[config.mk]
export PLATFORM = sky130hd
export DESIGN_NAME = flashProtUnit
export DESIGN_NICKNAME = d
export VERILOG_FILES = /design/src/rtl/flash_prot_pkg.sv /design/src/rtl/fpuRangeMatch.sv /design/src/rtl/fpuDatapath.sv /design/src/rtl/fpuCtrl.sv /design/src/rtl/flashProtUnit.sv
export SDC_FILE = /design/constraint.sdc
export NUM_CORES = 1
export LEC_CHECK = 0
export CELL_PAD_IN_SITES_DETAIL_PLACEMENT = 0
export CELL_PAD_IN_SITES_GLOBAL_PLACEMENT = 1
export CORE_ASPECT_RATIO = 0.5
export CORE_UTILIZATION = 48
export DETAILED_ROUTE_END_ITERATION = 16
export PLACE_DENSITY = 0.91
export SETUP_SLACK_MARGIN = 0.5
export SYNTH_ARGS = -nofsm -noshare
export SYNTH_HDL_FRONTEND = slang
export SYNTH_SLANG_ARGS = --single-unit
export TNS_END_PERCENT = 1
[constraint.sdc]
create_clock -name clk -period 6.4 [get_ports clk]
set_input_delay 1.28 -clock clk [delete_from_list [all_inputs] [get_ports clk]]
set_output_delay 1.28 -clock clk [all_outputs]
set_load 0.1 [all_outputs]
[src/rtl/flash_prot_pkg.sv]
`timescale 1ns/1ps
package flash_prot_pkg;
  localparam int NUM_RANGES  = 5;
  localparam int PAGE_W      = 13;
  localparam int PAGE_SHIFT  = 12;
  localparam int ADDR_W      = PAGE_W + PAGE_SHIFT;
  localparam int REG_W       = 32;
  localparam int REG_AW      = 3;

  localparam logic [REG_AW-1:0] CTRL_ADDR   = REG_AW'(NUM_RANGES);
  localparam logic [REG_AW-1:0] STATUS_ADDR = REG_AW'(NUM_RANGES + 1);

  // window register field positions
  localparam int BASE_LSB  = 0;
  localparam int LIMIT_LSB = PAGE_W;
  localparam int RDEN_BIT  = 2 * PAGE_W;
  localparam int WREN_BIT  = 2 * PAGE_W + 1;

  // control register bit positions
  localparam int WPOFF_BIT  = 0;
  localparam int LOCKEN_BIT = 1;
  localparam int IRQEN_BIT  = 2;
  localparam int RLOCK_BIT  = 8;

  typedef enum logic [1:0] {
    CMD_READ   = 2'd0,
    CMD_WRITE  = 2'd1,
    CMD_ERASE  = 2'd2,
    CMD_DIRECT = 2'd3
  } cmd_kind_e;

  typedef struct packed {
    logic [NUM_RANGES-1:0] rangeLoad;
    logic                  capture;
    logic                  writesOpen;
  } ctrl_strobe_t;
endpackage

[src/rtl/fpuRangeMatch.sv]
`timescale 1ns/1ps
module fpuRangeMatch #(
  parameter int PageW = 13
) (
  input  logic [PageW-1:0] base,
  input  logic [PageW-1:0] limit,
  input  logic [PageW-1:0] page,
  input  logic             rdEn,
  input  logic             wrEn,
  output logic             rdHit,
  output logic             wrHit
);
  logic inWindow;

  // an inverted window (limit < base) can never satisfy both sides
  always_comb begin
    inWindow = (page >= base) && (page <= limit);
    rdHit    = inWindow && rdEn;
    wrHit    = inWindow && wrEn;
  end
endmodule

[src/rtl/fpuDatapath.sv]
`timescale 1ns/1ps
module fpuDatapath
  import flash_prot_pkg::*;
(
  input  logic                 clk,
  input  logic                 rstN,
  input  ctrl_strobe_t        strobes,
  input  logic [REG_W-1:0]    regWrData,
  input  logic [1:0]          cmdKind,
  input  logic [ADDR_W-1:0]   cmdAddr,
  input  logic [REG_AW-1:0]   regRdAddr,
  output logic                blockNext,
  output logic                decAllow,
  output logic [REG_W-1:0]    rangeRdData
);
  logic [PAGE_W-1:0]     baseQ  [NUM_RANGES];
  logic [PAGE_W-1:0]     limitQ [NUM_RANGES];
  logic [NUM_RANGES-1:0] rdEnQ;
  logic [NUM_RANGES-1:0] wrEnQ;
  logic [NUM_RANGES-1:0] rdHit;
  logic [NUM_RANGES-1:0] wrHit;
  logic [PAGE_W-1:0]     page;
  logic                  isRead;
  logic                  isModify;
  logic                  unusedDpBits;

  assign page         = cmdAddr[ADDR_W-1:PAGE_SHIFT];
  assign unusedDpBits = ^{cmdAddr[PAGE_SHIFT-1:0], regWrData[REG_W-1:WREN_BIT+1]};

  always_ff @(posedge clk or negedge rstN) begin
    if (!rstN) begin
      for (int i = 0; i < NUM_RANGES; i++) begin
        baseQ[i]  <= '0;
        limitQ[i] <= '0;
      end
      rdEnQ <= '0;
      wrEnQ <= '0;
    end else begin
      for (int i = 0; i < NUM_RANGES; i++) begin
        if (strobes.rangeLoad[i]) begin
          baseQ[i]  <= regWrData[BASE_LSB +: PAGE_W];
          limitQ[i] <= regWrData[LIMIT_LSB +: PAGE_W];
          rdEnQ[i]  <= regWrData[RDEN_BIT];
          wrEnQ[i]  <= regWrData[WREN_BIT];
        end
      end
    end
  end

  generate
    for (genvar g = 0; g < NUM_RANGES; g++) begin : genWindow
      fpuRangeMatch #(.PageW(PAGE_W)) uMatch (
        .base  (baseQ[g]),
        .limit (limitQ[g]),
        .page  (page),
        .rdEn  (rdEnQ[g]),
        .wrEn  (wrEnQ[g]),
        .rdHit (rdHit[g]),
        .wrHit (wrHit[g])
      );
    end
  endgenerate

  always_comb begin
    isRead    = (cmdKind == CMD_READ);
    isModify  = (cmdKind == CMD_WRITE) || (cmdKind == CMD_ERASE);
    blockNext = 1'b0;
    if (isRead)   blockNext = |rdHit;
    if (isModify) blockNext = !strobes.writesOpen || (|wrHit);
  end

  always_ff @(posedge clk or negedge rstN) begin
    if (!rstN)                decAllow <= 1'b0;
    else if (strobes.capture) decAllow <= !blockNext;
  end

  always_comb begin
    rangeRdData = '0;
    for (int i = 0; i < NUM_RANGES; i++) begin
      if (regRdAddr == REG_AW'(i)) begin
        rangeRdData[BASE_LSB +: PAGE_W]  = baseQ[i];
        rangeRdData[LIMIT_LSB +: PAGE_W] = limitQ[i];
        rangeRdData[RDEN_BIT]            = rdEnQ[i];
        rangeRdData[WREN_BIT]            = wrEnQ[i];
      end
    end
  end

  // direct reads pass regardless of windows or guard
  assert_direct_pass_R2: assert property (@(posedge clk) disable iff (!rstN)
    (strobes.capture && cmdKind == CMD_DIRECT) |=> decAllow);

  // closed guard refuses every write and erase
  assert_guard_closed_R4: assert property (@(posedge clk) disable iff (!rstN)
    (strobes.capture && !strobes.writesOpen &&
     (cmdKind == CMD_WRITE || cmdKind == CMD_ERASE)) |=> !decAllow);
endmodule

[src/rtl/fpuCtrl.sv]
`timescale 1ns/1ps
module fpuCtrl
  import flash_prot_pkg::*;
(
  input  logic               clk,
  input  logic               rstN,
  input  logic               regWrEn,
  input  logic [REG_AW-1:0]  regWrAddr,
  input  logic [REG_W-1:0]   regWrData,
  input  logic               privMode,
  input  logic               cmdValid,
  input  logic               cmdAck,
  input  logic               blockNext,
  output ctrl_strobe_t       strobes,
  output logic               decValid,
  output logic               violation,
  output logic               wpIrq,
  output logic [REG_W-1:0]   ctrlWord,
  output logic [REG_W-1:0]   statusWord
);
  logic wpOff;
  logic lockEn;
  logic irqEn;
  logic rangeLock;
  logic ctrlWr;
  logic statWr;
  logic trySet;
  logic setDenied;
  logic canAccept;
  logic unusedCtrlBits;

  assign unusedCtrlBits = ^{regWrData[REG_W-1:RLOCK_BIT+1], regWrData[RLOCK_BIT-1:IRQEN_BIT+1]};

  always_comb begin
    ctrlWr     = regWrEn && (regWrAddr == CTRL_ADDR);
    statWr     = regWrEn && (regWrAddr == STATUS_ADDR);
    trySet     = ctrlWr && regWrData[WPOFF_BIT];
    setDenied  = trySet && lockEn && !privMode;
    canAccept  = !decValid || cmdAck;
    strobes.capture    = cmdValid && canAccept;
    strobes.writesOpen = wpOff;
    for (int i = 0; i < NUM_RANGES; i++) begin
      strobes.rangeLoad[i] = regWrEn && !rangeLock && (regWrAddr == REG_AW'(i));
    end
  end

  always_ff @(posedge clk or negedge rstN) begin
    if (!rstN) begin
      wpOff     <= 1'b0;
      lockEn    <= 1'b0;
      irqEn     <= 1'b0;
      rangeLock <= 1'b0;
      wpIrq     <= 1'b0;
      decValid  <= 1'b0;
      violation <= 1'b0;
    end else begin
      if (ctrlWr) begin
        if (!regWrData[WPOFF_BIT]) wpOff <= 1'b0;
        else if (!setDenied)       wpOff <= 1'b1;
        lockEn    <= lockEn | regWrData[LOCKEN_BIT];
        irqEn     <= regWrData[IRQEN_BIT];
        rangeLock <= rangeLock | regWrData[RLOCK_BIT];
      end
      wpIrq <= trySet && irqEn && !privMode;
      if (strobes.capture) decValid <= 1'b1;
      else if (cmdAck)     decValid <= 1'b0;
      if (strobes.capture && blockNext)     violation <= 1'b1;
      else if (statWr && regWrData[0])      violation <= 1'b0;
    end
  end

  always_comb begin
    ctrlWord             = '0;
    ctrlWord[WPOFF_BIT]  = wpOff;
    ctrlWord[LOCKEN_BIT] = lockEn;
    ctrlWord[IRQEN_BIT]  = irqEn;
    ctrlWord[RLOCK_BIT]  = rangeLock;
    statusWord           = '0;
    statusWord[0]        = violation;
  end

  // window freeze is never released before reset
  assert_freeze_holds_R3: assert property (@(posedge clk) disable iff (!rstN)
    !$fell(rangeLock));

  // lock-enable is set-only
  assert_lock_setonly_R6: assert property (@(posedge clk) disable iff (!rstN)
    !$fell(lockEn));

  // with lock-enable on, the guard opens only under privilege
  assert_priv_open_R6: assert property (@(posedge clk) disable iff (!rstN)
    ($rose(wpOff) && $past(lockEn)) |-> $past(privMode));

  // an interrupt pulse needs interrupt-enable and an unprivileged writer
  assert_irq_cause_R7: assert property (@(posedge clk) disable iff (!rstN)
    wpIrq |-> ($past(irqEn) && !$past(privMode)));
endmodule

[src/rtl/flashProtUnit.sv]
`timescale 1ns/1ps
module flashProtUnit
  import flash_prot_pkg::*;
(
  input  logic               clk,
  input  logic               rstN,
  input  logic               regWrEn,
  input  logic [REG_AW-1:0]  regWrAddr,
  input  logic [REG_W-1:0]   regWrData,
  input  logic [REG_AW-1:0]  regRdAddr,
  output logic [REG_W-1:0]   regRdData,
  input  logic               privMode,
  input  logic               cmdValid,
  input  logic [1:0]         cmdKind,
  input  logic [ADDR_W-1:0]  cmdAddr,
  input  logic               cmdAck,
  output logic               decValid,
  output logic               decAllow,
  output logic               decError,
  output logic               violation,
  output logic               wpIrq
);
  ctrl_strobe_t      strobes;
  logic              blockNext;
  logic [REG_W-1:0]  ctrlWord;
  logic [REG_W-1:0]  statusWord;
  logic [REG_W-1:0]  rangeRdData;

  fpuCtrl uCtrl (
    .clk        (clk),
    .rstN       (rstN),
    .regWrEn    (regWrEn),
    .regWrAddr  (regWrAddr),
    .regWrData  (regWrData),
    .privMode   (privMode),
    .cmdValid   (cmdValid),
    .cmdAck     (cmdAck),
    .blockNext  (blockNext),
    .strobes    (strobes),
    .decValid   (decValid),
    .violation  (violation),
    .wpIrq      (wpIrq),
    .ctrlWord   (ctrlWord),
    .statusWord (statusWord)
  );

  fpuDatapath uData (
    .clk         (clk),
    .rstN        (rstN),
    .strobes     (strobes),
    .regWrData   (regWrData),
    .cmdKind     (cmdKind),
    .cmdAddr     (cmdAddr),
    .regRdAddr   (regRdAddr),
    .blockNext   (blockNext),
    .decAllow    (decAllow),
    .rangeRdData (rangeRdData)
  );

  always_comb begin
    if (regRdAddr == CTRL_ADDR)        regRdData = ctrlWord;
    else if (regRdAddr == STATUS_ADDR) regRdData = statusWord;
    else                               regRdData = rangeRdData;
  end

  assign decError = decValid && !decAllow;

  // a held verdict stays valid and unchanged until acknowledged
  assert_verdict_hold_R9: assert property (@(posedge clk) disable iff (!rstN)
    (decValid && !cmdAck) |=> (decValid && $stable(decAllow)));

  // a blocked verdict always leaves the violation flag set on arrival
  assert_block_flags_R8: assert property (@(posedge clk) disable iff (!rstN)
    ($rose(decValid) && !decAllow) |-> violation);
endmodule

==> results.py, run 1 <==
metrics = {
    "min_path": {
        "hold_path.class": "register to register",
    },
    "final_layout": {
        "fillers": 1672,
        "n_antenna_cell": 0,
        "nets": 1297,
        "syn_to_final_growth_pct": 19.4,
        "post-route-util_pct": 59.4,
        "drive_above_1_share_pct": 10.0,
    },
    "floorplanning": {
        "die_y_um": 103,
        "core.rowCount": 36,
        "fp.dieArea_sq_um": 21100,
        "die_w_um": 204,
        "start_util_pct": 49.8,
        "core_sq_um": 19700,
        "io-pin-count": 108,
    },
    "detailed_routing": {
        "routedWlPerCell_um": 20.0,
        "dr_total_vias": 7969,
        "ant_nets": 0,
        "drc": 0,
        "wl_um": 27500,
        "drt_pass1_iterations": 5,
        "via_per_inst": 5.80,
        "drtIter0Drc": 668,
    },
    "run_status": {
        "status": "finished, final reports clean",
    },
    "global_routing": {
        "track_usage_pct": 27.4,
        "use_met1_pct": 39.4,
        "grt_pass1_wl_um": 43300,
        "grt_use_met3_pct": 5.85,
        "grt_max_degree": 98,
        "grt-ovfl-total": 0,
        "grt_busiest_layer": "met2",
        "grt_pass1_vias": 7935,
        "gr-usage-met2_pct": 41.4,
        "antenna_found_initial": 1,
    },
    "setup_path": {
        "cp-end-kind": "output pin",
        "critPathLaunchType": "input pin",
        "critical_path_buf_inv_count": 4,
        "cp_top_family": "buffers and inverters",
        "crit_path_top_delay_cell": "clkdlybuf4s50_1",
        "arrival_ns": 3.38,
        "path_max_fanout": 30,
        "path_class": "input pin to output pin",
        "crit_chain": "clkdlybuf4s50_1, buf_4, nand2b_1, nor2_2, buf_4, nand2_1, o21ai_0, buf_4",
        "slowest_delay_ns": 0.45,
        "crit_top_cell": "buf_4",
        "required_ns": 5.12,
    },
    "synthesis": {
        "synth_compound_area_share_pct": 13.0,
        "synth-edff-count": 0,
        "syn-cell-area_sq_um": 9820,
        "synthSimpleGateAreaFrac_pct": 10.3,
        "synth_top_family_by_area": "adder cells",
        "synth-async-reset-ratio_pct": 100,
        "synth-seq-cells": 148,
        "ys.flop_type": "dfrtp_1",
        "synth_fa_ha_area_share_pct": 16.7,
        "yosys_warnings": 0,
        "muxShareOfSynthArea_pct": 14.3,
        "syn_avg_cell_area_sq_um": 9.68,
        "ys_seq_area_share_pct": 37.7,
        "syn_inst": 1014,
        "synth_xor_area_share_pct": 0,
        "synth.distinct_cells": 56,
    },
    "cts": {
        "cts_buffers": 17,
        "cts_root_buf": "clkbuf_16",
        "clockBufferDepth": 2,
        "cts_tree": "built",
        "clkSlewWorstSetupHoldPaths_ns": 0.06,
        "clock_latency_ns": 0.43,
        "cts_setup_buffers": 0,
        "hold_buffers": 0,
        "post_cts_resized": 0,
        "cts.htree.levels": 4,
        "cts_sinks": 148,
    },
    "pwr": {
        "p_leak_nw": 5.51,
        "irDropWorstVdd_mv": 0.226,
        "powerDensity_nw_per_um2": 387,
        "total_power_mw": 4.54,
    },
    "sta": {
        "finalSetupViolCount": 0,
        "skew_ns": 0.00512,
        "worst_pin_slew_ns": 0.998,
        "hold_violations": 0,
        "max_freq_mhz": 215,
        "rsz0062_at_grt": "false",
        "maxSlewViolCount": 0,
        "setup_tns_ns": 0,
        "slew_headroom_pct": 33.5,
        "whs_ns": 0.506,
        "min_period_ns": 4.66,
        "min_period_over_period_pct": 72.8,
    },
    "place": {
        "gp_congestion": 0.883,
        "io_buffers": 87,
        "dpl.hpwl_um": 19200,
    },
    "flow_run": {
        "cap_violations": 0,
    },
}
[through the flow]
step,setup slack [ns],instances,instance area [sq um]
after floorplan,0.847,1017,9830
after global placement,1.79,1342,11100
after detailed placement,1.76,1342,11100
after CTS,1.76,1374,11700
after global routing,1.65,1374,11700
final,1.74,1374,11700
[worst paths after layout]
| path | from | to | slack, ns | cells past startpoint |
|---|---|---|---|---|
| max | regRdAddr[2] | regRdData[27] | 1.74 | 8 |
| min | uData.baseQ[53] | uData.baseQ[53] | 0.51 | 1 |
| max reg2reg | uData.limitQ[10] | uData.decAllow | 3.80 | 9 |
| min reg2reg | uData.baseQ[53] | uData.baseQ[53] | 0.51 | 1 |
| max in group asynchronous | rstN | uData.baseQ[62] | 4.23 | 2 |
| min in group asynchronous | rstN | uData.limitQ[28] | 0.93 | 1 |
[cell type report]
cell class	instances	area [sq um]	share of cell area (%)
Tap cell	266	333	2.84
Sequential cell	148	3700	31.6
Clock inverter	8	124	1.06
Timing Repair Buffer	98	1120	9.59
Clock buffer	24	482	4.11
Multi-Input combinational cell	673	5370	45.8
Inverter	157	589	5.03
[kinds of logic (layout without fill, tap and decap cells)]
family                   Yosys count  after routing
AO/OA/AOI/OAI                    220            220
adder cells (fa/ha/maj)          131            131
flip-flops                       148            148
other                              1              4
AND/OR/NAND/NOR                  219            219
buffers and inverters            196            287
multiplexers                      99             99
[registers in the layout, summed over array words and instances, names as in the netlist]
name and flops:
uData.baseQ 65, uData.limitQ 65, uData.rdEnQ 5, uData.wrEnQ 5, uCtrl.decValid 1, uCtrl.irqEn 1
uCtrl.lockEn 1, uCtrl.rangeLock 1, uCtrl.violation 1, uCtrl.wpIrq 1, uCtrl.wpOff 1, uData.decAllow 1
[synthesized netlist by cell type, types with 4 or more instances]
master,instances,area share [%]
nand3_1,22,1.1
nand2_1,131,5.0
o21ai_0,93,4.7
inv_1,157,6.0
nand2b_1,7,0.45
nor3_1,6,0.31
nand4_1,18,1.1
mux2_1,61,7.0
mux2i_1,4,0.41
o31ai_1,4,0.31
mux4_2,26,6.0
o21ai_1,21,1.1
nor2_1,11,0.42
dfrtp_1,148,38
ha_1,131,17
nor2b_1,8,0.51
a21oi_1,48,2.4
buf_2,15,0.76
mux2_2,8,0.92
a21o_1,18,1.4
clkbuf_1,17,0.65
buf_4,4,0.31
a31oi_1,5,0.32
[layout by cell type (no fill, tap or decap), drive strengths merged, types with 4 or more instances in the layout]
| cell | instances |
|---|---|
| inv | 157 |
| a31oi | 5 |
| mux2i | 4 |
| nor3 | 7 |
| nand2 | 131 |
| nor2b | 8 |
| nand2b | 7 |
| conb | 4 |
| dfrtp | 148 |
| a21oi | 49 |
| clkbuf | 24 |
| mux4 | 26 |
| clkdlybuf4s50 | 56 |
| nand4 | 18 |
| o21ai | 114 |
| buf | 42 |
| o31ai | 4 |
| o41ai | 4 |
| a21o | 18 |
| nor2 | 11 |
| nand3 | 23 |
| mux2 | 69 |
| ha | 131 |
[power breakdown]
part / switching [mW] / leakage [nW] / internal, mW
logic: 1.22 / 3.44 / 0.782
clock network: 0.400 / 0.290 / 0.644
registers: 0.225 / 1.78 / 1.27
total: 1.85 / 5.51 / 2.69
[worst reg2reg max path: stages (launching register included)]
cell and delay [ns]:
dfrtp_1 0.34, inv_1 0.06, ha_1 0.30, nand4_1 0.15
or3_1 0.52, o32ai_1 0.55, nand3_1 0.16, nand3_2 0.16
o31ai_1 0.10, a21o_1 0.15
[metal layers]
layer / share of wire [%] / wire [um]
met1: 48 / 13200
met2: 43 / 11900
met3: 7.1 / 1960
met4: 1.6 / 435
met5: 0.055 / 15
Power figures use the tool's default switching activity.
==> inputs of run 2 (changes only) <==
CORE_UTILIZATION = 45   (was 48)
PLACE_DENSITY = 0.87   (was 0.91)
clock period = 4.6 ns   (was 6.4 ns; I/O delays follow)
==> run 2 against run 1 <==
  * First-iteration DRC count is 16% lower
  * Hold slack worse by 0.027 ns
  * Design area up 1.2%
  * Sequential power increased by 40%
  * Clock skew rose by 0.0023 ns
  * Register-to-register slack worse by 1.7 ns
  * Clock-buffer cell count shrank 2
  * Die area grew 6.6%
  * Highest routed layer unchanged
==> results.py, run 2 (synthesis results as in run 1) <==
metrics = {
    "run_status": {
        "status": "finished, final reports clean",
    },
    "place": {
        "dpl.hpwl_um": 19900,
        "place_area_sq_um": 11300,
        "gp_congestion": 0.858,
        "place_inst": 1374,
        "io_buffers": 87,
    },
    "detailed_routing": {
        "drt_pass1_iterations": 5,
        "wl_um": 27700,
        "drc": 0,
        "ant_nets": 0,
        "routedWlPerCell_um": 19.7,
        "via_per_inst": 5.62,
        "dr_total_vias": 7896,
        "drtIter0Drc": 564,
    },
    "pwr": {
        "p_int_mw": 3.71,
        "total_power_mw": 6.29,
        "irDropWorstVdd_mv": 0.260,
        "p_leak_nw": 5.56,
        "p_switching_mw": 2.57,
        "combPwrFrac_pct": 45.0,
        "p_seq_share_pct": 33.1,
        "powerDensity_nw_per_um2": 530,
        "pwr-share-clk_pct": 21.9,
        "switching_share_pct": 40.9,
    },
    "sta": {
        "maxSlewViolCount": 0,
        "max_freq_mhz": 261,
        "slew_headroom_pct": 23.3,
        "worst_pin_slew_ns": 1.15,
        "whs_ns": 0.479,
        "skew_ns": 0.00743,
        "min_period_over_period_pct": 83.2,
        "min_period_ns": 3.83,
        "rsz0062_at_grt": "false",
        "hold_violations": 0,
        "finalSetupViolCount": 0,
    },
    "min_path": {
        "hold_path.class": "input pin to asynchronous set/reset pin",
    },
    "floorplanning": {
        "start_util_pct": 46.8,
        "fp.dieArea_sq_um": 22400,
        "die_y_um": 106,
        "core_sq_um": 21000,
        "core.rowCount": 37,
        "die_w_um": 211,
        "io-pin-count": 108,
    },
    "global_routing": {
        "grt_pass1_vias": 7895,
        "grt-ovfl-total": 0,
        "grt_pass1_wl_um": 43600,
        "track_usage_pct": 25.9,
        "grt_max_degree": 61,
        "antenna_found_initial": 1,
    },
    "setup_path": {
        "path_max_fanout": 13,
        "cp-end-kind": "output pin",
        "cp_top_family": "buffers and inverters",
        "required_ns": 3.68,
        "crit_path_top_delay_cell": "clkdlybuf4s50_1",
        "path_class": "input pin to output pin",
        "slowest_delay_ns": 0.48,
        "arrival_ns": 2.91,
        "ff2ff_setup_slack_ns": 2.08,
        "critical_path_buf_inv_count": 3,
        "crit_chain": "clkdlybuf4s50_1, nand2b_1, nor2_4, buf_4, nand2_1, o21ai_1, buf_12",
        "critPathLaunchType": "input pin",
    },
    "final_layout": {
        "multiInputGateArea_sq_um": 5370,
        "n_antenna_cell": 0,
        "fillers": 1791,
        "drive_above_1_share_pct": 10.5,
        "ff_latch_area_sq_um": 3700,
        "nets": 1303,
        "top_regs": "uData.baseQ: 65 flops, uData.limitQ: 65 flops",
        "syn_to_final_growth_pct": 20.9,
        "final_common_cell": "inv_1",
        "final_cells": 1405,
        "fin_area_sq_um": 11900,
        "final_cell_mix": "inv_1 (157), dfrtp_1 (148), nand2_1 (131), ha_1 (131), o21ai_0 (92)",
    },
    "cts": {
        "clockBufferDepth": 2,
        "cts_buffers": 17,
        "cts_root_buf": "clkbuf_16",
        "cts.htree.levels": 4,
        "hold_buffers": 0,
        "clock_latency_ns": 0.43,
        "clkSlewWorstSetupHoldPaths_ns": 0.06,
        "cts_sinks": 148,
        "cts_tree": "built",
    },
    "flow_run": {
        "cap_violations": 0,
    },
}
[run 2: per-layer routing]
layer	wire (um)	global-route usage, %	vias to the layer above
met2	12300	39.5	248
met1	13100	36.3	3910
met5	11	0	-
li1	-	-	3701
met4	404	7.51	2
met3	1890	6.56	35
[run 2: power groups by stage]
| stage | Clock, mW | Combinational [mW] | Sequential [mW] |
|---|---|---|---|
| 2_1_floorplan | 0 | 1.90 | 2.03 |
| 3_3_place_gp | 0 | 2.71 | 2.05 |
| 6_report | 1.38 | 2.83 | 2.08 |
| 3_5_place_dp | 0 | 2.80 | 2.08 |
| 4_1_cts | 1.39 | 2.83 | 2.07 |
| 5_1_grt | 1.44 | 3.12 | 2.13 |
[run 2: what timing repair did]
action                                  CTS  global route
buffers inserted                          0             0
gates resized for setup                   0             1
endpoints found under the setup margin    0            12
[run 2: worst paths after layout]
kind | from | end | cells after the start
max | regRdAddr[2] | regRdData[25] | 7
min | rstN | uData.limitQ[4] | 1
max reg2reg | uData.limitQ[62] | uCtrl.violation | 10
min reg2reg | uData.baseQ[54] | uData.baseQ[54] | 1
max in group asynchronous | rstN | uData.limitQ[61] | 2
min in group clk | uData.baseQ[54] | uData.baseQ[54] | 1
[run 2: per-stage QoR]
step / utilization, % / setup TNS (ns) / setup slack, ns
after CTS: 56.6 / 0 / 0.536
final: 56.6 / 0 / 0.772
after floorplan: - / -2.08 / -0.233
after global placement: 53.9 / 0 / 0.589
after global routing: 56.6 / 0 / 0.694
after detailed placement: 53.9 / 0 / 0.539
[run 2: area by class of cell]
class | instances | area share (%)
inverter | 157 | 4.96
sequential | 148 | 31.2
clock inverter | 9 | 0.885
multi-input combinational | 673 | 45.3
timing repair buffer | 104 | 10.7
clock buffer | 22 | 3.91
tap | 292 | 3.08
==> inputs of run 3 (changes only) <==
clock period = 3.63 ns   (was 4.6 ns; I/O delays follow)
==> run 3 against run 2 <==
  * Die area stayed put
  * Cell count rose by 2.0%
  * Wire length rose by 0.72%
  * Combinational power rose by 30%
  * Design area is 2.7% higher
  * Power rose by 28%
  * First-iteration DRC count rose by 23%
  * Register-to-register slack worse by 0.95 ns
  * Sequential share of layout area down 0.83 points
  * Via count increased by 3.0%
  * Critical path depth up 4
  * Highest routed layer is now met4
==> results.py, run 3 (synthesis results as in run 1) <==
metrics = {
    "min_path": {
        "hold_path.class": "input pin to asynchronous set/reset pin",
    },
    "sta": {
        "worst_pin_slew_ns": 0.970,
        "maxSlewViolCount": 0,
        "rsz0062_at_grt": "false",
        "slew_headroom_pct": 35.1,
        "setup_ws_ns": 0.579,
        "setup_tns_ns": 0,
        "max_freq_mhz": 328,
        "finalSetupViolCount": 0,
        "min_period_ns": 3.05,
        "min_period_over_period_pct": 84.1,
        "skew_ns": 0.0118,
        "hold_violations": 0,
    },
    "pwr": {
        "powerDensity_nw_per_um2": 660,
        "p_leak_nw": 5.76,
        "irDropWorstVdd_mv": 0.297,
        "p_seq_share_pct": 32.6,
        "p_int_mw": 4.72,
        "p_switching_mw": 3.33,
        "pwr-share-clk_pct": 21.6,
        "switching_share_pct": 41.4,
        "combPwrFrac_pct": 45.8,
    },
    "final_layout": {
        "drive_above_1_share_pct": 14.6,
        "n_antenna_cell": 0,
        "multiInputGateArea_sq_um": 5450,
        "fillers": 1787,
        "top_regs": "uData.baseQ: 65 flops, uData.limitQ: 65 flops",
        "syn_to_final_growth_pct": 24.2,
        "final_cell_mix": "inv_1 (157), dfrtp_1 (148), nand2_1 (131), ha_1 (131), o21ai_0 (79)",
        "ff_latch_area_sq_um": 3700,
        "nets": 1330,
        "final_common_cell": "inv_1",
    },
    "global_routing": {
        "track_usage_pct": 26.2,
        "grt-ovfl-total": 0,
        "grt_max_degree": 75,
        "antenna_found_initial": 0,
        "grt_pass1_vias": 8190,
        "grt_pass1_wl_um": 44300,
    },
    "place": {
        "pre_cts_ws_ns": 0.141,
        "dpl.hpwl_um": 20700,
        "gp_congestion": 0.923,
        "io_buffers": 87,
    },
    "setup_path": {
        "path_max_fanout": 4,
        "crit_path_top_delay_cell": "clkdlybuf4s50_1",
        "cp_top_family": "compound AO/OA/AOI/OAI gates",
        "cp-end-kind": "register",
        "slowest_delay_ns": 0.50,
        "timing.rr.start": "uData.limitQ[11]",
        "arrival_ns": 3.43,
        "crit_chain": "clkdlybuf4s50_1, buf_4, ha_1, and4_1, nand3_1, o221ai_1, o21bai_1, a31oi_1, nand3_2, o31ai_1, a21o_1",
        "critical_path_buf_inv_count": 2,
        "critPathLaunchType": "input pin",
        "crit_start": "cmdAddr[22]",
        "path_class": "input pin to register",
        "required_ns": 4.01,
    },
    "cts": {
        "cts.htree.levels": 4,
        "post_cts_resized": 0,
        "cts_sinks": 148,
        "cts_setup_buffers": 0,
        "clockBufferDepth": 2,
        "cts_tree": "built",
        "hold_buffers": 0,
        "clkSlewWorstSetupHoldPaths_ns": 0.07,
        "cts_root_buf": "clkbuf_16",
        "clock_latency_ns": 0.43,
        "cts_buffers": 17,
    },
    "detailed_routing": {
        "routedWlPerCell_um": 19.4,
        "wl_um": 27900,
        "drtIter0Drc": 694,
        "dr_total_vias": 8135,
        "drc": 0,
        "via_per_inst": 5.68,
        "ant_nets": 0,
        "drt_pass1_iterations": 5,
    },
    "floorplanning": {
        "start_util_pct": 46.8,
        "core_sq_um": 21000,
        "io-pin-count": 108,
        "die_w_um": 211,
        "fp.dieArea_sq_um": 22400,
        "core.rowCount": 37,
        "die_y_um": 106,
    },
    "flow_run": {
        "cap_violations": 0,
    },
    "run_status": {
        "status": "finished, final reports clean",
    },
}
run 3: cell types whose count changed in the layout (fill, tap and decap cells not counted), sizes merged:
cell / change
clkinvlp: +1
inv: +3
buf: +29
clkbuf: -3
bufinv: -1
clkinv: +1
dlymetal6s2s: +3
clkdlybuf4s50: -5
run 3: final timing paths:
path                               endpoint  slack (ns)  cells after the start
setup / recovery             uData.decAllow        0.58                     11
hold / removal              uData.limitQ[2]        0.29                      1
setup reg to reg            uCtrl.violation        1.13                     11
hold reg to reg             uData.baseQ[53]        0.49                      1
max in group asynchronous  uData.limitQ[17]        2.43                      2
min in group clk            uData.baseQ[53]        0.49                      1
run 3: area by class of cell:
class / count / area share [%]
sequential: 148 / 30.4
timing repair buffer: 131 / 12.4
clock buffer: 19 / 3.71
tap: 292 / 3.00
multi-input combinational: 673 / 44.7
clock inverter: 13 / 1.03
inverter: 157 / 4.83
run 3: metrics by stage:
step                      hold slack (ns)  area [sq um]  total power [mW]  utilization (%)  std cells
final                               0.292         12200              8.05             58.2       1433
after global routing                0.351         12200              8.58             58.2       1433
after CTS                           0.337         12200              8.05             58.0       1433
after detailed placement            0.482         11600              6.28             55.3       1401
after global placement              0.475         11600              6.13             55.3       1401
after floorplan                     0.430          9890              5.01                -       1017
run 3: power groups by stage:
stage               Combinational (mW)  Sequential [mW]  Clock (mW)
floorplan                         2.44             2.58           0
global placement                  3.53             2.60           0
detailed placement                3.64             2.64           0
CTS                               3.68             2.61        1.76
global route                      4.04             2.69        1.84
finish                            3.69             2.63        1.74
run 3: per-layer routing:
metal  global-route usage, %  wire length (um)  vias up
met4                    7.61               378        0
met1                    37.4             13300     4051
met3                    4.84              1820       31
li1                        -                 -     3761
met2                    40.4             12400      292
met5                       0                 0        -
